### config.mk
export PLATFORM = sky130hd
export DESIGN_NAME = cfgdma_engine
export DESIGN_NICKNAME = d
export VERILOG_FILES = /design/src/rtl/cfgdma_pkg.sv /design/src/rtl/cfgdma_regs.sv /design/src/rtl/cfgdma_cursor.sv /design/src/rtl/cfgdma_engine.sv
export SDC_FILE = /design/constraint.sdc
export NUM_CORES = 1
export LEC_CHECK = 0
export BUFFER_PORTS_ARGS = -buffer_cell sky130_fd_sc_hd__buf_2
export CAP_MARGIN = 20
export CORE_ASPECT_RATIO = 2
export CORE_MARGIN = 5
export CORE_UTILIZATION = 45
export CTS_CLUSTER_DIAMETER = 100
export DETAILED_ROUTE_END_ITERATION = 10
export GPL_ROUTABILITY_DRIVEN = 0
export PLACE_DENSITY = 0.72
export SLEW_MARGIN = 10
export SYNTH_ARGS = -nofsm -noshare
export SYNTH_HDL_FRONTEND = slang
export SYNTH_SLANG_ARGS = --single-unit
### constraint.sdc
create_clock -name clk -period 11.4 [get_ports clk]
set_input_delay 2.28 -clock clk [delete_from_list [all_inputs] [get_ports clk]]
set_output_delay 2.28 -clock clk [all_outputs]
set_load 0.05 [all_outputs]
### src/rtl/cfgdma_pkg.sv
package cfgdma_pkg;

    typedef enum logic [2:0] {
        S_IDLE,
        S_FETCH,
        S_SELECT,
        S_DISPATCH,
        S_RD_XFER,
        S_WR_FETCH,
        S_WR_STORE,
        S_WRITEBACK
    } dma_state_e;

    localparam int unsigned BYTE_W    = 8;
    localparam int unsigned KEY_W     = 16;
    localparam int unsigned CTL_BYTES = 4;

    // positions inside the captured operation nibble (control bits 4:1)
    localparam int unsigned OP_READ   = 0;
    localparam int unsigned OP_SKIP   = 1;
    localparam int unsigned OP_SELECT = 2;
    localparam int unsigned OP_WRITE  = 3;

    localparam logic [63:0] ID_CONST = 64'h5145_4D55_2043_4647;

endpackage

### src/rtl/cfgdma_regs.sv
module cfgdma_regs
    import cfgdma_pkg::*;
#(
    parameter int unsigned ADDR_W = 64
) (
    input  logic                clk,
    input  logic                rst_n,
    input  logic                wr,
    input  logic                half_lo,
    input  logic [ADDR_W/2-1:0] wdata,
    input  logic                done,
    output logic [ADDR_W/2-1:0] rdata,
    output logic [ADDR_W-1:0]   base,
    output logic                start,
    output logic                busy
);
    localparam int unsigned HALF_W = ADDR_W / 2;

    logic [HALF_W-1:0] hi_q, lo_q;
    logic              launch;

    assign launch = wr && half_lo && !busy && !done;
    assign base   = {hi_q, lo_q};
    assign rdata  = half_lo ? ID_CONST[HALF_W-1:0] : ID_CONST[ADDR_W-1:HALF_W];

    always_ff @(posedge clk) begin
        if (!rst_n) begin
            hi_q  <= '0;
            lo_q  <= '0;
            busy  <= 1'b0;
            start <= 1'b0;
        end else begin
            start <= launch;
            if (done) begin
                hi_q <= '0;
                lo_q <= '0;
                busy <= 1'b0;
            end else if (wr && !busy) begin
                if (half_lo) begin
                    lo_q <= wdata;
                    busy <= 1'b1;
                end else begin
                    hi_q <= wdata;
                end
            end
        end
    end

    AST_ADDR_CLEARED: assert property (@(posedge clk) disable iff (!rst_n)
        $fell(busy) |-> (base == '0));
    AST_ADDR_FROZEN: assert property (@(posedge clk) disable iff (!rst_n)
        (busy && !done) |=> $stable(base));

endmodule

### src/rtl/cfgdma_cursor.sv
module cfgdma_cursor
    import cfgdma_pkg::*;
#(
    parameter int unsigned LEN_W = 32
) (
    input  logic             clk,
    input  logic             rst_n,
    input  logic             load,
    input  logic [KEY_W-1:0] load_key,
    input  logic             skip,
    input  logic [LEN_W-1:0] skip_amt,
    input  logic             step,
    output logic [KEY_W-1:0] key,
    output logic [LEN_W-1:0] offset
);
    always_ff @(posedge clk) begin
        if (!rst_n) begin
            key    <= '0;
            offset <= '0;
        end else if (load) begin
            key    <= load_key;
            offset <= '0;
        end else if (skip) begin
            offset <= offset + skip_amt;
        end else if (step) begin
            offset <= offset + LEN_W'(1);
        end
    end

    AST_SELECT_ZERO: assert property (@(posedge clk) disable iff (!rst_n)
        load |=> (offset == '0) && (key == $past(load_key)));

endmodule

### src/rtl/cfgdma_engine.sv
module cfgdma_engine
    import cfgdma_pkg::*;
#(
    parameter int unsigned ADDR_W = 64,
    parameter int unsigned LEN_W  = 32
) (
    input  logic                clk,
    input  logic                rst_n,
    input  logic                reg_wr,
    input  logic                reg_half_lo,
    input  logic [ADDR_W/2-1:0] reg_wdata,
    output logic [ADDR_W/2-1:0] reg_rdata,
    output logic                busy,
    output logic                mem_req,
    output logic                mem_we,
    output logic [ADDR_W-1:0]   mem_addr,
    output logic [BYTE_W-1:0]   mem_wdata,
    input  logic [BYTE_W-1:0]   mem_rdata,
    input  logic                mem_ack,
    output logic [KEY_W-1:0]    item_key,
    output logic [LEN_W-1:0]    item_offset,
    input  logic [LEN_W-1:0]    item_size,
    input  logic                item_ro,
    input  logic [BYTE_W-1:0]   item_rdata,
    output logic                item_we,
    output logic [BYTE_W-1:0]   item_wdata
);
    localparam int unsigned LEN_BYTES  = LEN_W / BYTE_W;
    localparam int unsigned ADDR_BYTES = ADDR_W / BYTE_W;
    localparam int unsigned DESC_BYTES = CTL_BYTES + LEN_BYTES + ADDR_BYTES;
    localparam int unsigned BCNT_W     = $clog2(DESC_BYTES);

    dma_state_e        st, nxt;
    logic [BCNT_W-1:0] bcnt;
    logic [KEY_W-1:0]  key_r;
    logic [3:0]        op_r;
    logic [LEN_W-1:0]  len_r, rem;
    logic [ADDR_W-1:0] maddr_r, ptr, base;
    logic [BYTE_W-1:0] wbuf;
    logic              err, start, done;
    logic              cur_load, cur_skip, cur_step;
    logic              fits, in_range, wr_reject;

    cfgdma_regs #(.ADDR_W(ADDR_W)) u_regs (
        .clk     (clk),
        .rst_n   (rst_n),
        .wr      (reg_wr),
        .half_lo (reg_half_lo),
        .wdata   (reg_wdata),
        .done    (done),
        .rdata   (reg_rdata),
        .base    (base),
        .start   (start),
        .busy    (busy)
    );

    cfgdma_cursor #(.LEN_W(LEN_W)) u_cursor (
        .clk      (clk),
        .rst_n    (rst_n),
        .load     (cur_load),
        .load_key (key_r),
        .skip     (cur_skip),
        .skip_amt (len_r),
        .step     (cur_step),
        .key      (item_key),
        .offset   (item_offset)
    );

    assign fits       = ({1'b0, item_offset} + {1'b0, len_r}) <= {1'b0, item_size};
    assign in_range   = item_offset < item_size;
    assign wr_reject  = item_ro || !fits;
    assign item_wdata = wbuf;

    // state register
    always_ff @(posedge clk) begin
        if (!rst_n) st <= S_IDLE;
        else        st <= nxt;
    end

    // next state and outputs
    always_comb begin
        nxt       = st;
        mem_req   = 1'b0;
        mem_we    = 1'b0;
        mem_addr  = '0;
        mem_wdata = '0;
        item_we   = 1'b0;
        cur_load  = 1'b0;
        cur_skip  = 1'b0;
        cur_step  = 1'b0;
        done      = 1'b0;
        unique case (st)
            S_IDLE: begin
                if (start) nxt = S_FETCH;
            end
            S_FETCH: begin
                mem_req  = 1'b1;
                mem_addr = base + ADDR_W'(bcnt);
                if (mem_ack && bcnt == BCNT_W'(DESC_BYTES - 1)) nxt = S_SELECT;
            end
            S_SELECT: begin
                cur_load = op_r[OP_SELECT];
                nxt      = S_DISPATCH;
            end
            S_DISPATCH: begin
                if (op_r[OP_READ]) begin
                    nxt = (len_r == '0) ? S_WRITEBACK : S_RD_XFER;
                end else if (op_r[OP_WRITE]) begin
                    nxt = (wr_reject || len_r == '0) ? S_WRITEBACK : S_WR_FETCH;
                end else if (op_r[OP_SKIP]) begin
                    cur_skip = 1'b1;
                    nxt      = S_WRITEBACK;
                end else begin
                    nxt = S_WRITEBACK;
                end
            end
            S_RD_XFER: begin
                mem_req   = 1'b1;
                mem_we    = 1'b1;
                mem_addr  = ptr;
                mem_wdata = in_range ? item_rdata : '0;
                if (mem_ack) begin
                    cur_step = 1'b1;
                    if (rem == LEN_W'(1)) nxt = S_WRITEBACK;
                end
            end
            S_WR_FETCH: begin
                mem_req  = 1'b1;
                mem_addr = ptr;
                if (mem_ack) nxt = S_WR_STORE;
            end
            S_WR_STORE: begin
                item_we  = 1'b1;
                cur_step = 1'b1;
                nxt      = (rem == LEN_W'(1)) ? S_WRITEBACK : S_WR_FETCH;
            end
            S_WRITEBACK: begin
                mem_req   = 1'b1;
                mem_we    = 1'b1;
                mem_addr  = base + ADDR_W'(bcnt);
                mem_wdata = (bcnt == BCNT_W'(CTL_BYTES - 1)) ? {{(BYTE_W-1){1'b0}}, err} : '0;
                if (mem_ack && bcnt == BCNT_W'(CTL_BYTES - 1)) begin
                    done = 1'b1;
                    nxt  = S_IDLE;
                end
            end
            default: nxt = S_IDLE;
        endcase
    end

    // datapath registers
    always_ff @(posedge clk) begin
        if (!rst_n) begin
            bcnt    <= '0;
            key_r   <= '0;
            op_r    <= '0;
            len_r   <= '0;
            maddr_r <= '0;
            ptr     <= '0;
            rem     <= '0;
            err     <= 1'b0;
            wbuf    <= '0;
        end else begin
            unique case (st)
                S_IDLE: begin
                    bcnt <= '0;
                    err  <= 1'b0;
                end
                S_FETCH: begin
                    if (mem_ack) begin
                        bcnt <= bcnt + BCNT_W'(1);
                        if (bcnt == BCNT_W'(0))
                            key_r[KEY_W-1:BYTE_W] <= mem_rdata;
                        else if (bcnt == BCNT_W'(1))
                            key_r[BYTE_W-1:0] <= mem_rdata;
                        else if (bcnt == BCNT_W'(CTL_BYTES - 1))
                            op_r <= mem_rdata[4:1];
                        else if (bcnt >= BCNT_W'(CTL_BYTES) &&
                                 bcnt < BCNT_W'(CTL_BYTES + LEN_BYTES))
                            len_r <= {len_r[LEN_W-BYTE_W-1:0], mem_rdata};
                        else if (bcnt >= BCNT_W'(CTL_BYTES + LEN_BYTES))
                            maddr_r <= {maddr_r[ADDR_W-BYTE_W-1:0], mem_rdata};
                    end
                end
                S_DISPATCH: begin
                    rem <= len_r;
                    ptr <= maddr_r;
                    if (!op_r[OP_READ] && op_r[OP_WRITE] && wr_reject) err <= 1'b1;
                end
                S_RD_XFER: begin
                    if (mem_ack) begin
                        ptr <= ptr + ADDR_W'(1);
                        rem <= rem - LEN_W'(1);
                    end
                end
                S_WR_FETCH: begin
                    if (mem_ack) wbuf <= mem_rdata;
                end
                S_WR_STORE: begin
                    ptr <= ptr + ADDR_W'(1);
                    rem <= rem - LEN_W'(1);
                end
                S_WRITEBACK: begin
                    if (mem_ack) bcnt <= bcnt + BCNT_W'(1);
                end
                default: ;
            endcase
        end
    end

    AST_IDLE_SILENT: assert property (@(posedge clk) disable iff (!rst_n)
        !busy |-> (!mem_req && !item_we));
    AST_WRITE_IN_BOUNDS: assert property (@(posedge clk) disable iff (!rst_n)
        item_we |-> (item_offset < item_size) && !item_ro);
    AST_REQ_HELD: assert property (@(posedge clk) disable iff (!rst_n)
        (mem_req && !mem_ack) |=> mem_req && $stable(mem_addr) && $stable(mem_we));
    AST_SKIP_NO_TRAFFIC: assert property (@(posedge clk) disable iff (!rst_n)
        cur_skip |=> !mem_we || (mem_addr == base));

endmodule

=== Yosys cells after proc, flatten, opt, wreduce, memory -nomap -nowiden ===
Cells that the tools add are included.

* Memories: 0
* ROM bits: 0
* Register bits after elaboration: 342
* Bits in writable memories: 0
* Latch bits: 0

* Eq/ne operators: 19
* Mux-type cells: 39
* $add $sub $neg: 7
* $lt $le $gt $ge: 5
* Div/mod/pow operators: 0
* Shifts and indexed selects: 0
* Bitwise operators: 6
* Multiply operators: 0
* Reductions and logical operators: 40

{| class="wikitable"
|+ Operators with widths
! kind !! number
|-
| $pmux W64 S3 || 1
|-
| $pmux W64 S2 || 1
|-
| $mux W32 || 3
|-
| $pmux W32 S3 || 1
|-
| $add A64 B1 Y64 const B || 1
|-
| $add A64 B4 Y64 || 1
|-
| $mux W64 || 1
|-
| $add A32 B32 Y33 || 1
|-
| $le A33 B32 Y1 || 1
|-
| $add A32 B1 Y32 const B || 1
|-
| $add A32 B32 Y32 || 1
|-
| $eq A32 B1 Y1 const B || 1
|-
| $logic_not A32 Y1 || 1
|-
| $lt A32 B32 Y1 || 1
|-
| $sub A32 B1 Y32 const B || 1
|-
| $mux W31 || 1
|-
| $pmux W3 S8 || 1
|-
| $mux W3 || 6
|-
| $pmux W8 S2 || 1
|-
| $mux W1 || 13
|-
| $eq A3 B3 Y1 const B || 4
|-
| $ne A2 B2 Y1 const B || 6
|-
| $reduce_and A2 Y1 || 6
|-
| $reduce_and A6 Y1 || 2
|-
| other kinds (29) || 59
|}

=== Longest topological paths before layout ===
Gate-level depths: netlist (run 1).

* Word-level depth: 9
* Depth in mapped cells: 20
* Gate-level depth less buffers: 20

=== Modules after synthesis ===
From an unflattened synthesis (run 1), not the netlist that was laid out.

* Cell total of the unflattened synthesis: 2946
* Area, all modules: 22501.6 um2

{| class="wikitable"
|+ By module, submodules not included
! module !! area an instance (um2) !! cells an instance !! times used
|-
| cfgdma_engine || 15675.0 || 2190 || 1
|-
| cfgdma_cursor || 3717.3 || 459 || 1
|-
| cfgdma_regs || 3109.2 || 297 || 1
|}

=== Worst setup path before layout (run 1) ===
Ideal clock, no wire load.

* Path type: input-to-output
* From: input port item_size[17]
* To: output port mem_wdata[1]
* Path buffers: 0
* Data arrival time: 5068 ps
* Stages: 11
* Slack: 4052 ps
* Cell sequence: inv_1 -> ha_1 -> a21o_1 -> a21o_1 -> a21o_1 -> a21o_1 -> a21oi_1 -> nor2b_1 -> o21ai_0 -> o211ai_1 -> a211oi_1

* Cells in the longest elaborated chain, start to end: 3

{| class="wikitable"
|+ Ends and longest elaborated chain
! element !! line !! text
|-
| from (decl) || cfgdma_engine.sv:22 || <nowiki>input logic [LEN_W-1:0] item_size,</nowiki>
|-
| $lt A32 B32 Y1 || cfgdma_engine.sv:70 || <nowiki>assign in_range = item_offset < item_size;</nowiki>
|-
| $mux W8 || cfgdma_engine.sv:121 || <nowiki>mem_wdata = in_range ? item_rdata : '0;</nowiki>
|-
| $pmux W8 S2 || cfgdma_engine.sv:92 || <nowiki>unique case (st)</nowiki>
|-
| to (decl) || cfgdma_engine.sv:17 || <nowiki>output logic [BYTE_W-1:0] mem_wdata,</nowiki>
|}

Every way passes these cells.

=== Final worst setup path (run 1) ===
* From: input port item_size[1]
* To: output port mem_wdata[1]

Same word-level chain as after synthesis.

==> results_dict.tcl, run 1 <==
set metrics [dict create \
    seq_area_um2 6850 \
    dominantRegCellSynth "dfxtp_1" \
    vias 21900 \
    grt_overflow_total 0 \
    cp_cell_sequence "buf_2 > inv_1 > ha_1 > a21o_1 > a21o_1 > a21o_1 > a21oi_1 > o21ai_0 > a21oi_1 > o211ai_1 > a211oi_1 > buf_2" \
    die_x_um 164 \
    final_hold_viol_count 0 \
    maxCapViolCount 0 \
    dr_wl_met2_um 37600 \
    worst_setup_path_end_kind "output port" \
    drt-total-wl_um 71500 \
    grt_pass1_wl_um 111000 \
    critPathTopFamily "compound AO/OA/AOI/OAI gates" \
    cp.required_ps 9120 \
    hp-class "reg2reg" \
    p_comb_share_pct 6.3 \
    netlist_area_um2 21400 \
    postRouteAntennaNets 0 \
    coreArea_um2 47400 \
    grt_max_degree 98 \
    viasPerCell 5.84 \
    p_sw_uw 625 \
    cts_root_buffer "clkbuf_16" \
    antenna_found_initial 0 \
    initial_core_util_pct 45.2 \
    avgSynthCellArea_um2 7.21 \
    cts_buffers 31 \
    drtIter0Drc 1500 \
    final_common_cell "nand2_1" \
    finalCritPeriodShare_pct 63.1 \
    num_antenna_cells 0 \
    layout-drive-gt1-share_pct 11.2 \
    drc 0 \
    die_h_um 319 \
    clk-insertion-delay-late_ps 590 \
    m1WireLength_um 24800 \
    power.density_nw_per_um2 104 \
    place.port_buffers 228 \
    cp_slowest_cell "a21oi_1" \
    clockBufferDepth 3 \
    post_drt_wl_per_cell_um 19.1 \
    utilization_pct 50.6 \
    dieArea_um2 52300 \
    fin_skew_ps 17.5 \
    fin_nets 3319 \
    wl_met3_um 3450 \
    multiInputGateArea_um2 13600 \
    p_clk_share_pct 44.8 \
    setup_viol 0 \
    setup_tns_ps 0 \
    synth_seq_area_share_pct 32.0 \
    grt_pass1_vias 21000 \
    status "completed" \
    post_cts_buffers 0 \
    path_buf_inv 3 \
    fin_crit_ps 7190 \
    cp_slowest_stage_delay_ps 480 \
    rows 113 \
    ctsResizeCount 0 \
    setup.worst_path.class "in2out" \
    critPathMaxFanout 7 \
    max_freq_mhz 139 \
    async_flop_share_pct 0 \
    cts.sinks 342 \
    track_usage_pct 26.4 \
    tightestPinTransition_ps 1090 \
    synth_cell_types 79 \
    worstPathArrival_ps 4910 \
    place_hpwl_um 53700 \
    dr.pass1.iters 6 \
    slew_violations 0 \
    cts_tree "built" \
    leakagePower_nw 9.63 \
    p_int_mw 1.87 \
    p_seq_share_pct 48.9 \
    maxSlewHeadroom_pct 27.0 \
    synthCells 2974 \
    ir_drop_mv 0.127 \
    hold_slack_ps 454 \
    htree_levels 1 \
    rsz0062_at_grt "no" \
    highest_layer "met4" \
    fill_cells 4777 \
    holdBufCountCts 0 \
    ioPinCount 250 \
    synth_seq_cells 342 \
    final_cell_mix "nand2_1 (620), a21oi_1 (387), dfxtp_1 (342)" \
    p_sw_share_pct 25.0 \
    path_clk_slew_ps 70 \
    synth_warnings 0 \
    synth-edff-count 0 \
    area_growth_pct 11.9 \
    cp-start-kind "primary input" \
    path_common_cell "a21o_1" \
]
## path summary, 6_finish.rpt
path	start	endpoint	slack, ps	depth (start not counted)
setup / recovery	item_size[1]	mem_wdata[1]	4210	12
hold / removal	u_cursor.key[7]	u_cursor.key[7]	450	2
setup reg to reg	len_r[1]	err	5500	18
hold reg to reg	u_cursor.key[7]	u_cursor.key[7]	450	2
## state kept, by name (all words and copies together) (netlist names), 8 cells and up
| signal | count |
|---|---|
| u_cursor.key | 16 |
| item_wdata | 8 |
| key_r | 16 |
| maddr_r | 64 |
| u_cursor.offset | 32 |
| u_regs.hi_q | 32 |
| rem | 32 |
| ptr | 64 |
| len_r | 32 |
| u_regs.lo_q | 32 |
## routing by layer
| metal | global-route usage (%) | up-vias |
|---|---|---|
| met5 | 0 | - |
| met2 | 49.8 | 801 |
| li1 | - | 10600 |
| met3 | 2.78 | 248 |
| met4 | 18.0 | 0 |
| met1 | 26.3 | 10200 |
## worst register-to-register path, delay by kind of cell, from the launching register on
kind	cells	cell delay (ps)
fa+ha+maj	2	500
compound gates	13	4390
flops	1	300
simple gates	1	200
xor+xnor	1	190
buf+inv	1	180
## cells by family after synthesis
logic type                 share of synthesized area, %
xor gates and xnor gates                           4.58
and+or+nand+nor                                    26.0
buffers and inverters                              5.42
adders and majority gates                          8.22
muxes                                             0.707
AOI/OAI and AO/OA                                  23.1
DFF                                                32.0
other                                            0.0350
## cells in the mapped netlist, types with 46 or more instances
| library cell | count | area share, % |
|---|---|---|
| xnor2_1 | 60 | 2.5 |
| a21oi_1 | 387 | 9.0 |
| nand2_1 | 623 | 11 |
| xor2_1 | 52 | 2.1 |
| and2_1 | 47 | 1.4 |
| dfxtp_1 | 342 | 32 |
| clkbuf_1 | 150 | 2.6 |
| ha_1 | 136 | 7.9 |
| o21ai_0 | 185 | 4.3 |
| inv_1 | 88 | 1.5 |
| nor2_1 | 228 | 4.0 |
| a21o_1 | 46 | 1.6 |
| nand3_1 | 92 | 2.1 |
| nand4_1 | 55 | 1.6 |
## metrics by stage
stage                     setup slack [ps]  std cells  total power [mW]  instance area, um2
final                                 4210       3749              2.50               24000
after global routing                  4080       3749              2.57               24000
after CTS                             4190       3749              2.51               24000
after detailed placement              4190       3693              1.40               22900
after global placement                4220       3692              1.40               22900
after floorplan                       4050       2993              1.35               21500
## power groups by stage
stage / registers (mW) / clock network (mW) / logic (mW)
detailed placement: 1.25 / 0 / 0.155
global route: 1.22 / 1.18 / 0.169
global placement: 1.25 / 0 / 0.153
floorplan: 1.24 / 0 / 0.109
finish: 1.22 / 1.12 / 0.157
CTS: 1.22 / 1.14 / 0.155
## final cells by class
class / instances / area share, %
multi-input cells: 2373 / 56.6
flip-flops and latches: 342 / 28.6
repair buffers: 257 / 5.70
clock buffers: 44 / 3.82
well taps: 632 / 3.30
inverters: 89 / 1.41
clock inverters: 12 / 0.616
No activity file was read; power rests on OpenSTA's default activity.
==> run 2, diff against run 1 <==
==> constraint.sdc (replaced) <==
create_clock -name clk -period 7.2 [get_ports clk]
set_input_delay 1.44 -clock clk [delete_from_list [all_inputs] [get_ports clk]]
set_output_delay 1.44 -clock clk [all_outputs]
set_load 0.05 [all_outputs]
==> results_dict.tcl, run 2 (same netlist as run 1, synthesis figures left out) <==
set metrics [dict create \
    final_cells 3752 \
    reg2reg_depth 20 \
    rows 113 \
    postRouteAntennaNets 0 \
    track_usage_pct 26.4 \
    tightestPinTransition_ps 1200 \
    coreArea_um2 47400 \
    cts_buffers 34 \
    path_clk_slew_ps 70 \
    final_common_cell "nand2_1" \
    hp-class "reg2reg" \
    maxSlewHeadroom_pct 18.9 \
    ioPinCount 250 \
    finalCritPeriodShare_pct 78.1 \
    max_freq_mhz 178 \
    clockBufferDepth 3 \
    cts_root_buffer "clkbuf_16" \
    htree_levels 2 \
    fin_nets 3321 \
    largestRegisters "maddr_r: 64 flops, ptr: 64 flops" \
    leakagePower_nw 9.70 \
    layout-drive-gt1-share_pct 11.2 \
    num_antenna_cells 0 \
    cts_tree "built" \
    power.total_mw 4.22 \
    setup_tns_ps 0 \
    r2r_slack_ps 1790 \
    grt_pass1_wl_um 111000 \
    slew_violations 0 \
    area_growth_pct 12.7 \
    drtIter0Drc 1412 \
    setup_viol 0 \
    cp-start-kind "register" \
    dpl_cell_area_um2 22900 \
    dr.pass1.iters 6 \
    cp.required_ps 5760 \
    setup.worst_path.class "reg2out" \
    grt_max_degree 101 \
    post_cts_buffers 0 \
    post-place-ws_ps 1670 \
    vias 21800 \
    fin_crit_ps 5620 \
    post_drt_wl_per_cell_um 19.3 \
    final_hold_viol_count 0 \
    cts.sinks 342 \
    initial_core_util_pct 45.2 \
    grt_pass1_vias 20600 \
    drc 0 \
    critPathMaxFanout 6 \
    place_hpwl_um 54200 \
    dieArea_um2 52300 \
    antenna_found_initial 0 \
    final_cell_mix "nand2_1 (620), a21oi_1 (387), dfxtp_1 (342)" \
    die_h_um 319 \
    power.density_nw_per_um2 174 \
    ir_drop_mv 0.182 \
    rsz0062_at_grt "no" \
    drt-total-wl_um 72200 \
    maxCapViolCount 0 \
    post-route-worst-setup-slack_ps 1580 \
    grt_overflow_total 0 \
    die_x_um 164 \
    worst_setup_path_end_kind "output port" \
    finalInstanceArea_um2 24200 \
    ctsResizeCount 0 \
    worstPathArrival_ps 4180 \
    clk-insertion-delay-late_ps 530 \
    status "completed" \
    fin_skew_ps 21.9 \
    dp_cells 3691 \
    hold-path-cell-count 2 \
    place.port_buffers 228 \
    holdBufCountCts 0 \
    viasPerCell 5.80 \
]
run 2: cell count changes in the layout (fill, tap and decap cells not counted), sizes merged:
| cell | before | now |
|---|---|---|
| buf | 257 | 256 |
| bufinv | 3 | 7 |
| clkbuf | 44 | 45 |
| clkinv | 6 | 5 |
| clkinvlp | 2 | 3 |
| inv | 90 | 89 |
run 2: final timing paths:
path	endpoint	from
max	mem_addr[63]	u_regs.lo_q[9]
min	u_cursor.key[14]	key_r[14]
max reg2reg	err	len_r[0]
min reg2reg	u_cursor.key[14]	key_r[14]
run 2: report_power, final:
group	leakage (nW)	switching [mW]	internal, mW
logic	6.34	0.182	0.0655
registers	2.76	0.0237	1.91
clock network	0.603	0.812	1.22
total	9.70	1.02	3.20
run 2: area by class of cell:
class                           instances  area [um2]
Clock inverter                         15         269
Fill cell                            4751       23200
Inverter                               89         339
Multi-Input combinational cell       2373       13600
Timing Repair Buffer                  256        1360
Tap cell                              632         791
Clock buffer                           45         986
Sequential cell                       342        6850
run 2: stage by stage:
stage               util (%)  hold slack [ps]
finish                  51.0              451
floorplan                  -              432
detailed placement      48.3              445
global route            51.0              470
global placement        48.3              442
CTS                     51.0              454
run 2: layer usage:
metal	share of wire, %	track usage [%]	up-vias
li1	-	-	10600
met1	34	25.9	10100
met2	53	49.6	790
met3	5.1	3.37	224
met4	8.2	18.7	0
met5	0	0	-
run 2: worst max-delay path, stage by stage, from the launching register on:
cell     delay, ps
dfxtp_1        420
and4_1         300
nand4_1        200
nor4_2         680
nand3_1        350
nor3_2         440
and3_1         440
nand4_1        190
xor2_1         170
o21ai_1        160
buf_2          300
